### src/rtl/rce_pkg.sv
package rce_pkg;

  typedef enum logic [2:0] {
    ST_IDLE,
    ST_SRC_A,
    ST_SRC_L,
    ST_DST_A,
    ST_DATA_RD,
    ST_DATA_WR,
    ST_DONE_WR
  } eng_state_e;

  localparam int LEN_LSB  = 16;
  localparam int LEN_W    = 14;
  localparam int WORDS_W  = LEN_W - 1;

  // whole 32-bit words needed for a byte count
  function automatic logic [WORDS_W-1:0] len_to_words(input logic [LEN_W-1:0] len);
    logic [LEN_W:0] sum;
    sum = {1'b0, len} + (LEN_W+1)'(3);
    return sum[LEN_W:2];
  endfunction

  // byte address of a ring slot (16-byte slots)
  function automatic logic [31:0] slot_addr(input logic [31:0] base, input logic [31:0] idx);
    return base + (idx << 4);
  endfunction

endpackage

### src/rtl/rce_regs.sv
module rce_regs #(
  parameter int IDX_W = 8
) (
  input  logic             clk,
  input  logic             rst_n,
  input  logic             wr_en,
  input  logic [11:0]      addr,
  input  logic [31:0]      wdata,
  output logic [31:0]      rdata,
  input  logic             busy,
  input  logic             adv,
  output logic [31:0]      tx_base,
  output logic [31:0]      rx_base,
  output logic [IDX_W-1:0] tx_cpu,
  output logic [IDX_W-1:0] rx_cpu,
  output logic [IDX_W-1:0] tx_dma,
  output logic [IDX_W-1:0] rx_dma,
  output logic             en_src,
  output logic             en_dst,
  output logic             done_wb_en
);
  localparam int          CNT_W      = IDX_W + 1;
  localparam logic [31:0] GLOB_WMASK = 32'h0000_0475;

  logic [CNT_W-1:0] tx_cnt, rx_cnt;
  logic [31:0]      glob_q;
  logic             rst_src, rst_dst;
  logic [IDX_W-1:0] tx_mask, rx_mask;

  assign tx_mask = IDX_W'(tx_cnt - CNT_W'(1));
  assign rx_mask = IDX_W'(rx_cnt - CNT_W'(1));

  logic wr_txb, wr_txc, wr_txcpu, wr_txdma;
  logic wr_rxb, wr_rxc, wr_rxcpu, wr_rxdma, wr_glob, wr_rst;
  assign wr_txb   = wr_en && addr == 12'h000;
  assign wr_txc   = wr_en && addr == 12'h004;
  assign wr_txcpu = wr_en && addr == 12'h008;
  assign wr_txdma = wr_en && addr == 12'h00C;
  assign wr_rxb   = wr_en && addr == 12'h100;
  assign wr_rxc   = wr_en && addr == 12'h104;
  assign wr_rxcpu = wr_en && addr == 12'h108;
  assign wr_rxdma = wr_en && addr == 12'h10C;
  assign wr_glob  = wr_en && addr == 12'h204;
  assign wr_rst   = wr_en && addr == 12'h208;

  always_ff @(posedge clk) begin
    if (!rst_n) begin
      tx_base <= '0; rx_base <= '0; tx_cnt <= '0; rx_cnt <= '0;
      tx_cpu  <= '0; rx_cpu  <= '0; glob_q <= '0;
      rst_src <= 1'b0; rst_dst <= 1'b0;
    end else begin
      if (wr_txb)   tx_base <= wdata;
      if (wr_rxb)   rx_base <= wdata;
      if (wr_txc)   tx_cnt  <= wdata[CNT_W-1:0];
      if (wr_rxc)   rx_cnt  <= wdata[CNT_W-1:0];
      if (wr_txcpu) tx_cpu  <= wdata[IDX_W-1:0];
      if (wr_rxcpu) rx_cpu  <= wdata[IDX_W-1:0];
      if (wr_glob)  glob_q  <= wdata & GLOB_WMASK;
      if (wr_rst) begin
        rst_src <= wdata[0];
        rst_dst <= wdata[16];
      end
    end
  end

  // engine-owned indices: reset bit first, then software write, then advance
  always_ff @(posedge clk) begin
    if (!rst_n) begin
      tx_dma <= '0;
      rx_dma <= '0;
    end else begin
      if (rst_src)       tx_dma <= '0;
      else if (wr_txdma) tx_dma <= wdata[IDX_W-1:0];
      else if (adv)      tx_dma <= (tx_dma + IDX_W'(1)) & tx_mask;
      if (rst_dst)       rx_dma <= '0;
      else if (wr_rxdma) rx_dma <= wdata[IDX_W-1:0];
      else if (adv)      rx_dma <= (rx_dma + IDX_W'(1)) & rx_mask;
    end
  end

  assign en_src     = glob_q[0];
  assign en_dst     = glob_q[2];
  assign done_wb_en = glob_q[6];

  always_comb begin
    unique case (addr)
      12'h000: rdata = tx_base;
      12'h004: rdata = 32'(tx_cnt);
      12'h008: rdata = 32'(tx_cpu);
      12'h00C: rdata = 32'(tx_dma);
      12'h100: rdata = rx_base;
      12'h104: rdata = 32'(rx_cnt);
      12'h108: rdata = 32'(rx_cpu);
      12'h10C: rdata = 32'(rx_dma);
      12'h204: rdata = glob_q | {28'b0, busy, 1'b0, busy, 1'b0};
      12'h208: rdata = {15'b0, rst_dst, 15'b0, rst_src};
      default: rdata = '0;
    endcase
  end

  // reset bits pin the engine indices to zero
  a_r8_src_pinned: assert property (@(posedge clk) disable iff (!rst_n)
    rst_src |=> tx_dma == '0);
  a_r8_dst_pinned: assert property (@(posedge clk) disable iff (!rst_n)
    rst_dst |=> rx_dma == '0);
  // an index moves only on an advance, a write or a reset bit
  a_r5_tx_quiet: assert property (@(posedge clk) disable iff (!rst_n)
    (!adv && !wr_txdma && !rst_src) |=> $stable(tx_dma));
  // an advance moves each index by exactly one slot in its ring
  a_r5_tx_step: assert property (@(posedge clk) disable iff (!rst_n)
    (adv && !wr_txdma && !rst_src && !wr_txc) |=>
      ((tx_dma - $past(tx_dma)) & tx_mask) == (IDX_W'(1) & tx_mask));

endmodule

### src/rtl/rce_engine.sv
module rce_engine
  import rce_pkg::*;
#(
  parameter int IDX_W    = 8,
  parameter int DONE_BIT = 31
) (
  input  logic             clk,
  input  logic             rst_n,
  input  logic             en_src,
  input  logic             en_dst,
  input  logic             done_wb_en,
  input  logic [31:0]      tx_base,
  input  logic [31:0]      rx_base,
  input  logic [IDX_W-1:0] tx_cpu,
  input  logic [IDX_W-1:0] tx_dma,
  input  logic [IDX_W-1:0] rx_cpu,
  input  logic [IDX_W-1:0] rx_dma,
  output logic             mem_req,
  output logic             mem_we,
  output logic [31:0]      mem_addr,
  output logic [31:0]      mem_wdata,
  input  logic             mem_gnt,
  input  logic             mem_rvalid,
  input  logic [31:0]      mem_rdata,
  output logic             busy,
  output logic             adv
);
  eng_state_e         state_q;
  logic               wait_q;
  logic [31:0]        src_ptr_q, dst_ptr_q, data_q;
  logic [LEN_W-1:0]   len_q;
  logic [WORDS_W-1:0] words_q;

  logic        start, acc, rd_done;
  logic [31:0] src_desc, dst_desc, done_word;

  assign src_desc = slot_addr(tx_base, 32'(tx_dma));
  assign dst_desc = slot_addr(rx_base, 32'(rx_dma));
  assign start    = state_q == ST_IDLE && en_src && en_dst &&
                    tx_cpu != tx_dma && rx_cpu != rx_dma;
  assign mem_req  = state_q != ST_IDLE && !wait_q;
  assign mem_we   = state_q == ST_DATA_WR || state_q == ST_DONE_WR;
  assign acc      = mem_req && mem_gnt;
  assign rd_done  = wait_q && mem_rvalid;
  assign busy     = state_q != ST_IDLE;
  assign adv      = state_q == ST_DONE_WR && acc;

  always_comb begin
    done_word = 32'(len_q) << LEN_LSB;
    if (done_wb_en) done_word[DONE_BIT] = 1'b1;
  end

  always_comb begin
    mem_wdata = '0;
    unique case (state_q)
      ST_SRC_A:   mem_addr = src_desc;
      ST_SRC_L:   mem_addr = src_desc + 32'd4;
      ST_DST_A:   mem_addr = dst_desc;
      ST_DATA_RD: mem_addr = src_ptr_q;
      ST_DATA_WR: begin mem_addr = dst_ptr_q; mem_wdata = data_q; end
      ST_DONE_WR: begin mem_addr = dst_desc + 32'd4; mem_wdata = done_word; end
      default:    mem_addr = '0;
    endcase
  end

  always_ff @(posedge clk) begin
    if (!rst_n) begin
      state_q   <= ST_IDLE;
      wait_q    <= 1'b0;
      src_ptr_q <= '0;
      dst_ptr_q <= '0;
      data_q    <= '0;
      len_q     <= '0;
      words_q   <= '0;
    end else begin
      unique case (state_q)
        ST_IDLE: if (start) state_q <= ST_SRC_A;
        ST_SRC_A, ST_SRC_L, ST_DST_A, ST_DATA_RD: begin
          if (acc) wait_q <= 1'b1;
          if (rd_done) begin
            wait_q <= 1'b0;
            unique case (state_q)
              ST_SRC_A: begin
                src_ptr_q <= mem_rdata;
                state_q   <= ST_SRC_L;
              end
              ST_SRC_L: begin
                len_q   <= mem_rdata[LEN_LSB +: LEN_W];
                words_q <= len_to_words(mem_rdata[LEN_LSB +: LEN_W]);
                state_q <= ST_DST_A;
              end
              ST_DST_A: begin
                dst_ptr_q <= mem_rdata;
                state_q   <= (words_q == '0) ? ST_DONE_WR : ST_DATA_RD;
              end
              default: begin
                data_q  <= mem_rdata;
                state_q <= ST_DATA_WR;
              end
            endcase
          end
        end
        ST_DATA_WR: if (acc) begin
          src_ptr_q <= src_ptr_q + 32'd4;
          dst_ptr_q <= dst_ptr_q + 32'd4;
          words_q   <= words_q - WORDS_W'(1);
          state_q   <= (words_q == WORDS_W'(1)) ? ST_DONE_WR : ST_DATA_RD;
        end
        ST_DONE_WR: if (acc) state_q <= ST_IDLE;
        default: state_q <= ST_IDLE;
      endcase
    end
  end

  // a stalled request keeps its payload
  a_r10_hold: assert property (@(posedge clk) disable iff (!rst_n)
    (mem_req && !mem_gnt) |=> mem_req && $stable(mem_addr) && $stable(mem_we) && $stable(mem_wdata));
  // nothing new goes out while a read is outstanding
  a_r10_one_read: assert property (@(posedge clk) disable iff (!rst_n)
    wait_q |-> !mem_req);
  // a slot is only begun while both directions are enabled
  a_r7_start_enabled: assert property (@(posedge clk) disable iff (!rst_n)
    ($past(state_q) == ST_IDLE && state_q != ST_IDLE) |-> $past(en_src && en_dst));
  // the reserved destination slot is never begun
  a_r6_reserved_slot: assert property (@(posedge clk) disable iff (!rst_n)
    ($past(state_q) == ST_IDLE && state_q != ST_IDLE) |-> $past(rx_cpu != rx_dma));
  // completion is written only after every payload word has been moved
  a_r3_words_drained: assert property (@(posedge clk) disable iff (!rst_n)
    state_q == ST_DONE_WR |-> words_q == '0);

endmodule

### src/rtl/ring_copy_engine.sv
module ring_copy_engine #(
  parameter int IDX_W    = 8,
  parameter int DONE_BIT = 31
) (
  input  logic        clk,
  input  logic        rst_n,
  input  logic        reg_wr,
  input  logic [11:0] reg_addr,
  input  logic [31:0] reg_wdata,
  output logic [31:0] reg_rdata,
  output logic        mem_req,
  output logic        mem_we,
  output logic [31:0] mem_addr,
  output logic [31:0] mem_wdata,
  input  logic        mem_gnt,
  input  logic        mem_rvalid,
  input  logic [31:0] mem_rdata
);
  logic [31:0]      tx_base, rx_base;
  logic [IDX_W-1:0] tx_cpu, rx_cpu, tx_dma, rx_dma;
  logic             en_src, en_dst, done_wb_en, busy, adv;

  rce_regs #(.IDX_W(IDX_W)) u_regs (
    .clk(clk), .rst_n(rst_n),
    .wr_en(reg_wr), .addr(reg_addr), .wdata(reg_wdata), .rdata(reg_rdata),
    .busy(busy), .adv(adv),
    .tx_base(tx_base), .rx_base(rx_base),
    .tx_cpu(tx_cpu), .rx_cpu(rx_cpu), .tx_dma(tx_dma), .rx_dma(rx_dma),
    .en_src(en_src), .en_dst(en_dst), .done_wb_en(done_wb_en)
  );

  rce_engine #(.IDX_W(IDX_W), .DONE_BIT(DONE_BIT)) u_engine (
    .clk(clk), .rst_n(rst_n),
    .en_src(en_src), .en_dst(en_dst), .done_wb_en(done_wb_en),
    .tx_base(tx_base), .rx_base(rx_base),
    .tx_cpu(tx_cpu), .tx_dma(tx_dma), .rx_cpu(rx_cpu), .rx_dma(rx_dma),
    .mem_req(mem_req), .mem_we(mem_we), .mem_addr(mem_addr), .mem_wdata(mem_wdata),
    .mem_gnt(mem_gnt), .mem_rvalid(mem_rvalid), .mem_rdata(mem_rdata),
    .busy(busy), .adv(adv)
  );

  // no memory traffic straight out of reset
  a_r1_quiet_after_reset: assert property (@(posedge clk)
    $rose(rst_n) |-> !mem_req);

endmodule

### config.mk
export PLATFORM = sky130hd
export DESIGN_NAME = ring_copy_engine
export DESIGN_NICKNAME = d
export VERILOG_FILES = /design/src/rtl/rce_pkg.sv /design/src/rtl/rce_regs.sv /design/src/rtl/rce_engine.sv /design/src/rtl/ring_copy_engine.sv
export SDC_FILE = /design/constraint.sdc
export NUM_CORES = 1
export LEC_CHECK = 0
export BUFFER_PORTS_ARGS = -buffer_cell sky130_fd_sc_hd__buf_2
export CAP_MARGIN = 20
export CORE_MARGIN = 1
export CORE_UTILIZATION = 60
export CTS_BUF_LIST = sky130_fd_sc_hd__clkbuf_4 sky130_fd_sc_hd__clkbuf_8
export CTS_CLUSTER_SIZE = 20
export DETAILED_ROUTE_END_ITERATION = 10
export GPL_ROUTABILITY_DRIVEN = 0
export PLACE_DENSITY = 0.84
export RECOVER_POWER = 25
export SKIP_LAST_GASP = 1
export SYNTH_ARGS = -nofsm -noshare
export SYNTH_HDL_FRONTEND = slang
export SYNTH_SLANG_ARGS = --single-unit
### constraint.sdc
create_clock -name clk -period 4.6 [get_ports clk]
set_clock_uncertainty 0.05 [all_clocks]
set_input_delay 0.46 -clock clk [delete_from_list [all_inputs] [get_ports clk]]
set_output_delay 0.46 -clock clk [all_outputs]
set_load 0.05 [all_outputs]
After elaboration in Yosys (flattened, before gate mapping)
Index checks and enable logic that the tools add are counted.
- latch bits: 0
- bits in writable memories: 0
- bits in read-only memories: 0
- word-level logic and storage cells: 129
- output and inout bits: 98
- register bits: 249
- memories: 0
- eq/ne operators: 25
- mux-type cells: 30
- divide/modulo/power cells: 0
- magnitude comparators: 0
- bitwise operators: 5
- add/subtract/negate cells: 12
- multiply operators: 0
- shift operators: 0
- reductions and logical operators: 39
- operators by type and width (cell ; count):
    $pmux 32 s10 ; 1
    $mux 32 ; 6
    $pmux 32 s2 ; 3
    $pmux 32 s6 ; 1
    $add 32x3->32 const B ; 4
    $add 32x12->32 ; 2
    $eq 12x9->1 const B ; 4
    $mux 13 ; 3
    $mux 8 ; 4
    $pmux 13 s2 ; 1
    $eq 12x10->1 const B ; 2
    $eq 12x4->1 const B ; 2
    $logic_and 1x1->1 ; 18
    $add 8x1->8 const B ; 2
    $and 8x8->8 ; 2
    $ne 8x8->1 ; 2
    $reduce_and 4->1 ; 4
    $sub 8x1->8 const B ; 2
    $add 14x2->15 const B ; 1
    $ne 2x1->1 const B ; 7
    $eq 13x1->1 const B ; 1
    $logic_not 13->1 ; 1
    $sub 13x1->13 const B ; 1
    $eq 12x3->1 const B ; 1
    21 further kinds ; 36

Longest topological paths before layout
- word-level depth: 7
- gate-level depth with buffers: 16
- mapped depth without buffers: 11

Cells and area by module
A second synthesis with hierarchy kept.
- cells, all modules: 2265
- area, all modules: 17022.6 um2
- modules (own cells, without submodules) (module ; times used ; area an instance (um2) ; cells each):
    rce_engine ; 1 ; 11207.0 ; 1577
    rce_regs ; 1 ; 5815.6 ; 688

Worst setup path before layout
OpenSTA, ideal clock, no wires.
- path type: register to output
- start point: register u_engine.state_q[1]
- end point: output mem_addr[18]
- stages on the path, launching flop included: 16
- arrival: 4053 ps
- path slack: 37 ps
- cells stage by stage: dfxtp_1 buf_2 nand2b_1 clkbuf_1 nor2_2 clkbuf_1 clkbuf_1 clkbuf_1 nand2_1 nand2_1 ha_1 nor2b_1 and4_1 a311oi_1 o21bai_1 o21ai_0
- word-level cells in the longest chain between the ends: 2
- RTL lines (item ; RTL line ; source):
    start: declaration ; rce_engine.sv:28 ; eng_state_e state_q;
    start signal: assignment ; rce_engine.sv:94 ; state_q <= (words_q == '0) ? ST_DONE_WR : ST_DATA_RD;
    start signal: assignment ; rce_engine.sv:107 ; state_q <= (words_q == WORDS_W'(1)) ? ST_DONE_WR : ST_DATA_RD;
    $eq 3x3->1, or another cell as far along ; rce_engine.sv:55 ; unique case (state_q)
    $pmux 32 s6 * ; rce_engine.sv:55 ;
    end: declaration ; ring_copy_engine.sv:13 ; output logic [31:0] mem_addr,
Mark *: on every way between the ends. The rest lies on a longest branch, timed or not.

Worst setup path in the final report
- start point: register u_regs.tx_base[4]
- end point: output mem_addr[17]
- word-level cells in the longest chain between the ends: 3
- RTL lines (item ; RTL line ; source):
    start: declaration ; rce_regs.sv:12 ; output logic [31:0] tx_base,
    start signal: assignment ; rce_regs.sv:52 ; if (wr_txb) tx_base <= wdata;
    $add 32x12->32 * ; rce_pkg.sv:26 ; return base + (idx << 4);
    $add 32x3->32 ; rce_engine.sv:57 ; ST_SRC_L: mem_addr = src_desc + 32'd4;
    $pmux 32 s6 * ; rce_engine.sv:55 ;
Marks and branches as above.

==> flow_metrics.tcl <==
set metrics [dict create \
    die_h_um 169 \
    p_clk_frac 0.473 \
    synth_compound_area_frac 0.279 \
    drv_cap 3 \
    routedWlPerCell_um 21.1 \
    synth_top_area_cell "dfxtp_1" \
    violations "capacitance limit, slew limit, setup timing" \
    max_slew_margin -0.248 \
    synth_area_leaders "dfxtp_1 (30%), nand2_1 (10%), a21oi_1 (8.8%), o21ai_0 (4.1%), nor2_1 (4.0%)" \
    syn_avg_cell_area_um2 7.07 \
    dieArea_um2 28500 \
    rsz0062_at_grt "yes" \
    status "finished, violations left" \
    cts-htree-levels 2 \
    final_cell_mix "nand2_1 (462), a21oi_1 (291), dfxtp_1 (247), nor2_1 (178), buf_2 (163)" \
    drt-initial-drc-count 3038 \
    synth_edf_count 0 \
    wirelength_um 60500 \
    crit_required_ns 4.09 \
    dpl-instance-area_um2 17800 \
    ys_types 91 \
    clock_path_buffers 3 \
    p_int_mw 3.37 \
    numCtsBuffers 42 \
    clkLatencyLatePin_ns 0.56 \
    cts_root_buf "clkbuf_8" \
    num_antenna_cells 0 \
    ios 179 \
    worst_slack_ns -0.00821 \
    yosys_warnings 0 \
    ys_seq_area_frac 0.298 \
    critPathLaunchType "flop" \
    period_share 1.00 \
    synthesis.nets 2471 \
    synth-main-ff-cell "dfxtp_1" \
    switchingPower_mw 1.07 \
    die_w_um 169 \
    grt_max_degree 86 \
    arrival_ns 4.10 \
    coreArea_um2 27100 \
    nNetsFinal 2570 \
    drtPass1Iterations 7 \
    route.detailed.drc 0 \
    path_clk_slew_ns 0.07 \
    final_area_um2 19100 \
    viasPerCell 6.85 \
    timing.fmax_mhz 217 \
    path_class "flop to output pin" \
    antenna_found_initial 1 \
    dp_hpwl_um 41800 \
    grt_pass1_vias 17300 \
    final_common_cell "nand2_1" \
    ys_seq_elements 249 \
    cts_tree "done" \
    endpoint_kind "output pin" \
    drv_slew 67 \
    groute.usage.overall 0.400 \
    rows 60 \
    min_period_ns 4.61 \
    power_frac_seq 0.486 \
    setup-violations-final 2 \
    via_count 19600 \
    power_leakage_nw 6.85 \
    cts_sinks 249 \
    grt_pass1_wl_um 91800 \
    synthSimpleGateAreaFrac 0.273 \
    synth_top_family_by_area "compound AO/OA/AOI/OAI gates" \
    gr-total-overflow 0 \
    path_max_fanout 6 \
    hp-class "primary input to flop" \
    synthCells 2363 \
    synthArstFlopShare 0 \
    synthMuxAreaShare 0.0222 \
    setup_tns_ns -0.0130 \
    synthAdderAreaFrac 0.0217 \
    initial_core_util 0.616 \
    post-place-ws_ns 0.372 \
    sw_frac_of_total 0.241 \
    io_buffers 178 \
    ctsHoldBuffers 0 \
    tightest_slew_ns 1.87 \
    ir_drop_uv 211 \
    yosys.area.top_type_share 0.298 \
    powerDensity_nw_per_um2 233 \
    hold_viol_final 0 \
    postRouteAntennaNets 0 \
    synth_xor_area_frac 0.0572 \
    drive_gt1_frac 0.156 \
    syn-cell-area_um2 16700 \
    area_delta_synth_final_pct 14.4 \
    combPwrFrac 0.041 \
]
-- critical path: stages, from the launching register on --
cell	delay (ns)
dfxtp_1	0.33
ha_1	0.24
fa_2	0.38
a211oi_4	0.30
buf_4	0.19
o211ai_2	0.16
buf_4	0.19
buf_4	0.13
a21oi_1	0.21
o22ai_1	0.12
buf_4	0.19
nand4b_1	0.16
buf_4	0.14
nor2_1	0.05
xnor2_1	0.11
o21ai_0	0.29
buf_2	0.33
-- synth_stat cells (20+ instances only) --
library cell / n
nor2_1: 180
o21ai_0: 137
a22o_1: 44
ha_1: 25
mux2i_1: 27
a221oi_1: 20
xor2_1: 62
nand4_1: 26
and2_1: 21
nand3_1: 114
dfxtp_1: 249
nand2_1: 462
xnor2_1: 47
a22oi_1: 37
inv_1: 26
and3_1: 41
a21oi_1: 293
nor3_1: 58
a211oi_1: 26
clkbuf_1: 148
-- what timing repair did --
action | CTS | global route
gates resized for setup | 17 | 70
pin swaps | 4 | 20
setup endpoints to repair | 9 | 19
setup buffers | 6 | 9
-- power groups by stage --
stage / registers [mW] / clock network, mW / logic [mW]
after floorplan: 2.21 / 0 / 0.0821
after global placement: 2.21 / 0 / 0.171
after detailed placement: 2.21 / 0 / 0.173
after CTS: 2.16 / 2.11 / 0.174
after global routing: 2.16 / 2.21 / 0.189
final: 2.16 / 2.10 / 0.183
-- final cells by class --
cell class                 instances  area, um^2
multi-input combinational       1905       11300
fill                            2194        7990
sequential                       249        4990
timing repair buffer             237        1410
clock buffer                      66         846
tap                              372         465
inverter                          27         106
clock inverter                     5        35.0
-- sequential cells by signal (all words and copies together), names as in the netlist --
signal              count
u_engine.dst_ptr_q     32
u_regs.rx_cpu           8
u_regs.rst_src          1
u_regs.tx_base         32
u_regs.tx_cnt           9
u_engine.src_ptr_q     32
u_regs.tx_cpu           8
u_engine.state_q        3
u_engine.wait_q         1
u_regs.rst_dst          1
u_engine.words_q       13
u_regs.rx_cnt           9
u_regs.rx_base         32
u_regs.tx_dma           8
u_regs.rx_dma           8
u_engine.data_q        32
u_engine.len_q         14
u_regs.glob_q           6
-- path summary, 6_finish.rpt --
check	from	endpoint	slack, ns	cells after the start
worst max-delay path	u_regs.tx_base[4]	mem_addr[17]	-0.008	16
worst min-delay path	reg_wdata[19]	u_regs.rx_base[19]	0.09	3
worst max register to register	u_engine.state_q[2]	u_engine.dst_ptr_q[31]	1.20	9
worst min register to register	u_engine.data_q[6]	u_engine.data_q[6]	0.40	2
-- layer usage --
metal  track usage  vias up  part of all wire
li1              -     8709                 -
met1         0.517     9018              0.37
met5             0        -           0.00018
met4         0.214        2             0.064
met2         0.630     1554              0.44
met3        0.0797      327              0.13
-- logic make-up (layout without fill, tap and decap cells) --
group	Yosys count	after routing
buffers and inverters	209	335
AO/OA/AOI/OAI	732	732
AND/OR/NAND/NOR	1000	1000
XOR/XNOR	109	109
adder cells (fa/ha/maj)	28	28
flip-flops	249	249
multiplexers	36	36
-- metrics by stage --
stage / hold slack (ns) / instances / total power [mW] / utilization
after global routing: 0.0908 / 2861 / 4.56 / 0.705
after detailed placement: 0.394 / 2775 / 2.38 / 0.656
after CTS: 0.0853 / 2852 / 4.44 / 0.692
after floorplan: 0.382 / 2363 / 2.29 / -
final: 0.0897 / 2861 / 4.44 / 0.705
after global placement: 0.390 / 2773 / 2.38 / 0.654
No activity file was read; power rests on OpenSTA's default activity.
